### config.mk
export PLATFORM = sky130hd
export DESIGN_NAME = xfc_capture
export DESIGN_NICKNAME = d
export VERILOG_FILES = /design/src/rtl/xfc_pkg.sv /design/src/rtl/xfc_field_merge.sv /design/src/rtl/xfc_vector_sel.sv /design/src/rtl/xfc_capture.sv
export SDC_FILE = /design/constraint.sdc
export NUM_CORES = 1
export LEC_CHECK = 0
export BUFFER_PORTS_ARGS = -buffer_cell sky130_fd_sc_hd__buf_2
export CORE_ASPECT_RATIO = 1.2
export CORE_MARGIN = 2
export CORE_UTILIZATION = 25
export DETAILED_ROUTE_END_ITERATION = 8
export PLACE_DENSITY = 0.5
export SYNTH_ARGS = -nofsm -noshare
export SYNTH_HDL_FRONTEND = slang
export SYNTH_SLANG_ARGS = --single-unit
export TNS_END_PERCENT = 1
### constraint.sdc
create_clock -name clk -period 5.4 [get_ports clk]
set_input_delay 1.08 -clock clk [delete_from_list [all_inputs] [get_ports clk]]
set_output_delay 1.08 -clock clk [all_outputs]
set_load 0.03 [all_outputs]
### src/rtl/xfc_pkg.sv
package xfc_pkg;
    localparam int unsigned XW = 32;

    typedef enum logic [4:0] {
        XC_LOAD_MISS  = 5'd2,
        XC_STORE_MISS = 5'd3
    } xcode_e;

    typedef struct packed {
        logic          done;
        logic [XW-1:0] handler;
        logic [XW-1:0] fault_addr;
        logic [XW-1:0] ctx;
        logic [XW-1:0] hi;
        logic [XW-1:0] cause;
        logic [XW-1:0] epc;
        logic [XW-1:0] status;
    } xfc_state_t;
endpackage

### src/rtl/xfc_field_merge.sv
module xfc_field_merge #(
    parameter int unsigned XW        = 32,
    parameter int unsigned PAGE_BITS = 13,
    parameter int unsigned CTX_LOW   = 4
) (
    input  logic [XW-1:0] vaddr_i,
    input  logic [XW-1:0] ctx_old_i,
    input  logic [XW-1:0] hi_old_i,
    output logic [XW-1:0] ctx_new_o,
    output logic [XW-1:0] hi_new_o
);
    localparam int unsigned VPN_W   = XW - PAGE_BITS;
    localparam int unsigned CTX_TOP = XW - VPN_W - CTX_LOW;

    logic [VPN_W-1:0] vpn;

    always_comb begin
        vpn       = vaddr_i[XW-1:PAGE_BITS];
        hi_new_o  = {vpn, hi_old_i[PAGE_BITS-1:0]};
        ctx_new_o = ctx_old_i;
        ctx_new_o[CTX_LOW +: VPN_W] = vpn;
    end

    initial begin
        if (CTX_TOP + VPN_W + CTX_LOW != XW)
            $error("xfc_field_merge: field widths do not add up");
    end
endmodule

### src/rtl/xfc_vector_sel.sv
module xfc_vector_sel
    import xfc_pkg::*;
#(
    parameter int unsigned    W        = 32,
    parameter logic [W-1:0]   VEC_BASE = 32'h8000_0000,
    parameter logic [W-1:0]   VEC_ALT  = 32'h0000_0180,
    parameter int unsigned    CODE_LSB = 2
) (
    input  logic         is_store_i,
    input  logic         alt_vec_i,
    input  logic [W-1:0] pc_i,
    output logic [W-1:0] handler_o,
    output logic [W-1:0] cause_o,
    output logic [W-1:0] ret_pc_o
);
    localparam logic [W-1:0] INSN_BYTES = W'(4);

    xcode_e code;

    always_comb begin
        code      = is_store_i ? XC_STORE_MISS : XC_LOAD_MISS;
        cause_o   = '0;
        cause_o[CODE_LSB +: 5] = code;
        handler_o = alt_vec_i ? (VEC_BASE + VEC_ALT) : VEC_BASE;
        ret_pc_o  = pc_i - INSN_BYTES;
    end
endmodule

### src/rtl/xfc_capture.sv
module xfc_capture
    import xfc_pkg::*;
(
    input  logic          clk,
    input  logic          rst_n,
    input  logic          miss_i,
    input  logic          is_store_i,
    input  logic [XW-1:0] vaddr_i,
    input  logic [XW-1:0] pc_i,
    input  logic [XW-1:0] status_i,
    input  logic          ctx_we_i,
    input  logic [XW-1:0] ctx_wdata_i,
    input  logic          hi_we_i,
    input  logic [XW-1:0] hi_wdata_i,
    output logic          done_o,
    output logic [XW-1:0] handler_pc_o,
    output logic [XW-1:0] fault_addr_o,
    output logic [XW-1:0] ctx_o,
    output logic [XW-1:0] hi_o,
    output logic [XW-1:0] cause_o,
    output logic [XW-1:0] epc_o,
    output logic [XW-1:0] status_o
);
    localparam int unsigned ST_VEC = 0;
    localparam int unsigned ST_EXL = 1;

    xfc_state_t st_d, st_q;

    logic [XW-1:0] ctx_merged, hi_merged;
    logic [XW-1:0] handler_sel, cause_sel, ret_pc_sel;

    xfc_field_merge #(.XW(XW), .PAGE_BITS(13), .CTX_LOW(4)) u_merge (
        .vaddr_i   (vaddr_i),
        .ctx_old_i (st_q.ctx),
        .hi_old_i  (st_q.hi),
        .ctx_new_o (ctx_merged),
        .hi_new_o  (hi_merged)
    );

    xfc_vector_sel #(.W(XW)) u_vec (
        .is_store_i (is_store_i),
        .alt_vec_i  (status_i[ST_VEC]),
        .pc_i       (pc_i),
        .handler_o  (handler_sel),
        .cause_o    (cause_sel),
        .ret_pc_o   (ret_pc_sel)
    );

    always_comb begin
        st_d      = st_q;
        st_d.done = miss_i;
        if (miss_i) begin
            st_d.fault_addr = vaddr_i;
            st_d.ctx        = ctx_merged;
            st_d.hi         = hi_merged;
            st_d.cause      = cause_sel;
            st_d.handler    = handler_sel;
            st_d.status     = status_i | (XW'(1) << ST_EXL);
            if (!status_i[ST_EXL])
                st_d.epc = ret_pc_sel;
        end else begin
            if (ctx_we_i) st_d.ctx = ctx_wdata_i;
            if (hi_we_i)  st_d.hi  = hi_wdata_i;
        end
    end

    always_ff @(posedge clk) begin
        if (!rst_n) st_q <= '0;
        else        st_q <= st_d;
    end

    assign done_o       = st_q.done;
    assign handler_pc_o = st_q.handler;
    assign fault_addr_o = st_q.fault_addr;
    assign ctx_o        = st_q.ctx;
    assign hi_o         = st_q.hi;
    assign cause_o      = st_q.cause;
    assign epc_o        = st_q.epc;
    assign status_o     = st_q.status;

    p_addr_capture_r2: assert property (@(posedge clk) disable iff (!rst_n)
        miss_i |=> fault_addr_o == $past(vaddr_i));

    p_ctx_keep_r3: assert property (@(posedge clk) disable iff (!rst_n)
        miss_i |=> (ctx_o[31:23] == $past(ctx_o[31:23])) && (ctx_o[3:0] == $past(ctx_o[3:0])));

    p_hi_keep_r4: assert property (@(posedge clk) disable iff (!rst_n)
        miss_i |=> hi_o[12:0] == $past(hi_o[12:0]));

    p_code_range_r5: assert property (@(posedge clk) disable iff (!rst_n)
        done_o |-> (cause_o[6:2] == 5'd2 || cause_o[6:2] == 5'd3) && $countones(cause_o[1:0]) == 0);

    p_epc_hold_r6: assert property (@(posedge clk) disable iff (!rst_n)
        (miss_i && status_i[1]) |=> $stable(epc_o));

    p_vector_r7: assert property (@(posedge clk) disable iff (!rst_n)
        done_o |-> (handler_pc_o == 32'h8000_0000 || handler_pc_o == 32'h8000_0180));

    p_exl_set_r8: assert property (@(posedge clk) disable iff (!rst_n)
        done_o |-> status_o[1]);

    p_done_pulse_r9: assert property (@(posedge clk) disable iff (!rst_n)
        miss_i |=> done_o);

    p_idle_hold_r9: assert property (@(posedge clk) disable iff (!rst_n)
        !miss_i |=> !done_o && $stable(fault_addr_o) && $stable(cause_o) && $stable(epc_o));

    p_write_r10: assert property (@(posedge clk) disable iff (!rst_n)
        (ctx_we_i && !miss_i) |=> ctx_o == $past(ctx_wdata_i));
endmodule

Yosys cells after proc, flatten, opt, wreduce, memory -nomap -nowiden
Cells that the tools add are included.
{"block": "word_totals", "register_bits": 198, "input_bits": 166, "wordCells": 23}
{"block": "classes", "n_addsub": 1, "muxes": 5, "bitwise": 2, "n_reduce_logical": 5}
{"op": "2-to-1 mux 55 bit", "count": 1}
{"op": "2-to-1 mux 32 bit", "count": 1}
{"op": "subtractor 32 x 3 -> 32 bit, second input constant", "count": 1}
{"op": "2-to-1 mux 23 bit", "count": 1}
{"op": "2-to-1 mux 9 bit", "count": 1}
{"op": "AND reduction 2 bit", "count": 3}
{"op": "nonzero test 2 bit", "count": 2}
{"op": "inverter 1 bit", "count": 2}
{"op": "2-to-1 mux 1 bit", "count": 1}

Longest topological paths before layout
{"block": "logic_depth", "depth_word": 2, "mapped_depth": 8, "depth_no_buf": 6}

Cells and area by module
From an unflattened synthesis, not the netlist that was laid out.
{"block": "unflattened", "hier_cells": 1055, "hier_area_um2": 10433.8}
{"module": "xfc_capture", "n_inst": 1, "cells_each": 841, "area_each_um2": 8842.2}
{"module": "xfc_vector_sel", "n_inst": 1, "cells_each": 150, "area_each_um2": 1111.1}
{"module": "xfc_field_merge", "n_inst": 1, "cells_each": 64, "area_each_um2": 480.5}

Worst setup path after synthesis
Ideal clock, no wire load.
{"block": "synth_path", "path_kind": "input-to-reg", "startpoint": "input port pc_i[2]", "endpoint": "register st_q (netlist bit epc_o[30])", "setup_time_ns": 0.063, "arrival_ns": 2.745, "required_time_ns": 5.337, "slack_ns": 2.592, "path_stages": 7, "path_buffers": 1, "path_cell_list": "inv_1 > ha_1 > or4b_1 > clkbuf_1 > or3_1 > or4_1 > nand3_1"}
{"block": "synth_between", "elab_chain_len": 1}
{"item": "from (decl)", "line_no": "xfc_capture.sv:9", "source": "input logic [XW-1:0] pc_i,"}
{"item": "subtractor 32 x 3 -> 32 bit", "line_no": "xfc_vector_sel.sv:25", "source": "ret_pc_o = pc_i - INSN_BYTES;"}
{"item": "to (signal assigned)", "line_no": "xfc_capture.sv:69", "source": "else st_q <= st_d;"}
{"item": "to (decl)", "line_no": "xfc_capture.sv:27", "source": "xfc_state_t st_d, st_q;"}
Every way passes these cells.
A chain may end at the register's enable or synchronous reset.

Worst setup path after layout
{"block": "layout_path", "startpoint": "input port pc_i[9]", "endpoint": "register st_q (netlist bit epc_o[25])"}
The elaborated chain is that of the path after synthesis.

==> results.yml <==
sta:
  fmax_mhz: 333
  post-route-min-period_ns: 3.01
  holdWs_ns: 0.453
  finalClockSkew_ns: 0
  final.setup.tns_ns: 0
  setup_slack_ns: 2.39
  drv_slew: 0
  finalCritPeriodShare: 0.557
  maxSlewHeadroom: 0.371
  finalHoldViolCount: 0
  rsz0062_at_grt: "no"
  setup_viol: 0
  tightestPinTransition_ns: 0.937
logic_synthesis:
  syn_area_um2: 6830
  ys_seq_elements: 162
  synth_area_per_cell_um2: 9.16
  yosysTopAreaCellShare: 0.475
  yosys.area.top_type: "dfxtp_1"
  postSynthCellCount: 746
  ys_seq_area_frac: 0.475
  synth_area_leaders: "dfxtp_1 47%, mux2i_1 15%, buf_4 6.9%"
  synth_cell_types: 40
  yosys_warnings: 0
global_route:
  antenna_found_initial: 4
  grt_max_degree: 62
  grt_usage: 0.140
  grt_pass1_wl_um: 31300
  globalRoute.totalOverflow: 0
  use_met3: 0.0330
  grtUsageMet1: 0.169
  grt.busiest_layer: "met2"
  grt_pass1_vias: 5535
  met2_usage: 0.245
clocking:
  post_cts_buffers: 0
  cts_root_buf: "clkbuf_16"
  clock_latency_ns: 0.41
  clk_pin_slew_ns: 0.08
  clockBufferDepth: 2
  cts_resized: 0
  tritoncts: "built"
  clock_sinks: 162
  hold_buffers: 0
  numCtsBuffers: 17
  cts_max_level: 4
layout:
  fill_cells: 2882
  nNetsFinal: 1215
  area_delta_synth_final_pct: 33.6
  final_cell_area_um2: 9130
  drive_above_1_share: 0.354
job:
  drv_cap: 0
drt:
  vias: 6145
  drtPass1Iterations: 4
  viasPerCell: 4.37
  wirelength_um: 21600
  drtAntennaViolNets: 0
  drc: 0
  wire_per_inst_um: 15.4
  drtIter0Drc: 246
outcome:
  status: "finished, final reports clean"
floorplanning:
  row_count: 66
  core-area_um2: 27000
  start_util: 0.253
  die_w_um: 155
  die_area_um2: 28700
  boundaryPins: 391
  die_h_um: 185
power_and_ir_drop:
  leakagePower_nw: 4.45
  power_w: 0.00310
  p_per_area_nw_per_um2: 339
  worst_ir_drop_vdd_uv: 155
worst_setup_path:
  critPathLaunchType: "input port"
  crit_fanout: 24
  cp.required_ns: 5.75
  cp.arrival_ns: 3.36
  end_kind: "flop"
  worstSetupPathType: "input port to flop"
placed_design:
  io_buffer_count: 331
  placed_area_um2: 8530
  place_congestion: 0.750
  place_ws_ns: 1.90
  dpl.hpwl_um: 16100
min_path:
  hold_class: "flop to flop"
==> where the power goes <==
part	internal, W	switching, W	total, W	leakage (nW)
logic	0.000170	0.000388	0.000559	2.82
registers	0.00127	0.0000375	0.00131	1.34
clock network	0.000663	0.000570	0.00123	0.291
total	0.00210	0.000995	0.00310	4.45
==> registers in the layout, indices dropped and copies added (netlist names) <==
| signal | flops |
|---|---|
| ctx_o | 32 |
| done_o | 1 |
| cause_o | 1 |
| epc_o | 32 |
| fault_addr_o | 32 |
| status_o | 32 |
| hi_o | 32 |
==> synth_stat cells <==
master,count
dfxtp_1,162
mux2i_1,102
nor2_1,84
a21oi_1,72
buf_4,63
nand2_1,63
o21ai_0,43
clkbuf_1,37
or4_1,13
a31oi_1,11
a211oi_1,9
buf_1,9
o31ai_1,9
or3_1,8
xnor2_1,6
nand3_1,5
nor3_1,5
nor4_1,5
xor2_1,5
nand4_1,4
a311oi_1,3
inv_1,3
nand4b_1,3
nor2b_1,3
buf_2,2
nor3b_1,2
nor4_2,2
a32oi_1,1
and3_1,1
and4b_1,1
clkinv_1,1
conb_1,1
ha_1,1
nand2b_1,1
or2_2,1
or3_2,1
or4_2,1
or4_4,1
or4b_1,1
or4b_4,1
==> path summary, 6_finish.rpt <==
check	startpoint	to	slack, ns	cells after the start
worst min-delay path	ctx_o[29]$_SDFFE_PN0P_	ctx_o[29]$_SDFFE_PN0P_	0.45	2
worst max-delay path	pc_i[9]	epc_o[25]$_SDFFE_PN0P_	2.39	5
worst min register to register	ctx_o[29]$_SDFFE_PN0P_	ctx_o[29]$_SDFFE_PN0P_	0.45	2
worst max register to register	epc_o[8]$_SDFFE_PN0P_	epc_o[8]$_SDFFE_PN0P_	4.66	2
==> layout make-up <==
type / instances / area, µm² / share of cell area
clock buffers: 18 / 429 / 0.0470
well taps: 340 / 425 / 0.0466
multi-input cells: 527 / 3140 / 0.345
diodes: 4 / 10.0 / 0.00110
inverters: 4 / 16.3 / 0.00178
flip-flops and latches: 162 / 3240 / 0.355
repair buffers: 336 / 1700 / 0.186
clock inverters: 14 / 161 / 0.0177
==> layer usage <==
layer,wire [µm],part of all wire
met3,1120,0.052
met5,0,0
met2,10900,0.51
met1,9150,0.42
met4,373,0.017
==> through the flow <==
| step | utilization | cells |
|---|---|---|
| floorplan | - | 804 |
| global placement | 0.316 | 1369 |
| detailed placement | 0.316 | 1369 |
| CTS | 0.338 | 1401 |
| global route | 0.338 | 1404 |
| finish | 0.338 | 1405 |
==> cells by family after synthesis <==
family / share of synthesized area
compound gates: 0.119
xor+xnor: 0.0141
fa+ha+maj: 0.00183
buf+inv: 0.0981
flops: 0.475
mux: 0.149
other cells: 0.000549
simple gates: 0.142
==> critical path, stage by stage <==
cell,delay (ns)
buf_2,0.13
nor4_2,0.48
nand4b_1,0.74
or4_1,0.74
a31oi_1,0.17
==> cells in the final DEF (no fill, tap or decap), types with 8 or more instances in the layout <==
cell type	instances
clkbuf_16	17
mux2i_1	102
conb_1	59
a21oi_1	72
or4_1	13
or3_1	8
nand2_1	63
o21ai_0	43
o31ai_1	9
dfxtp_1	162
a211oi_1	9
nor2_1	84
a31oi_1	11
buf_2	330
(Power assumes the default switching activity.)
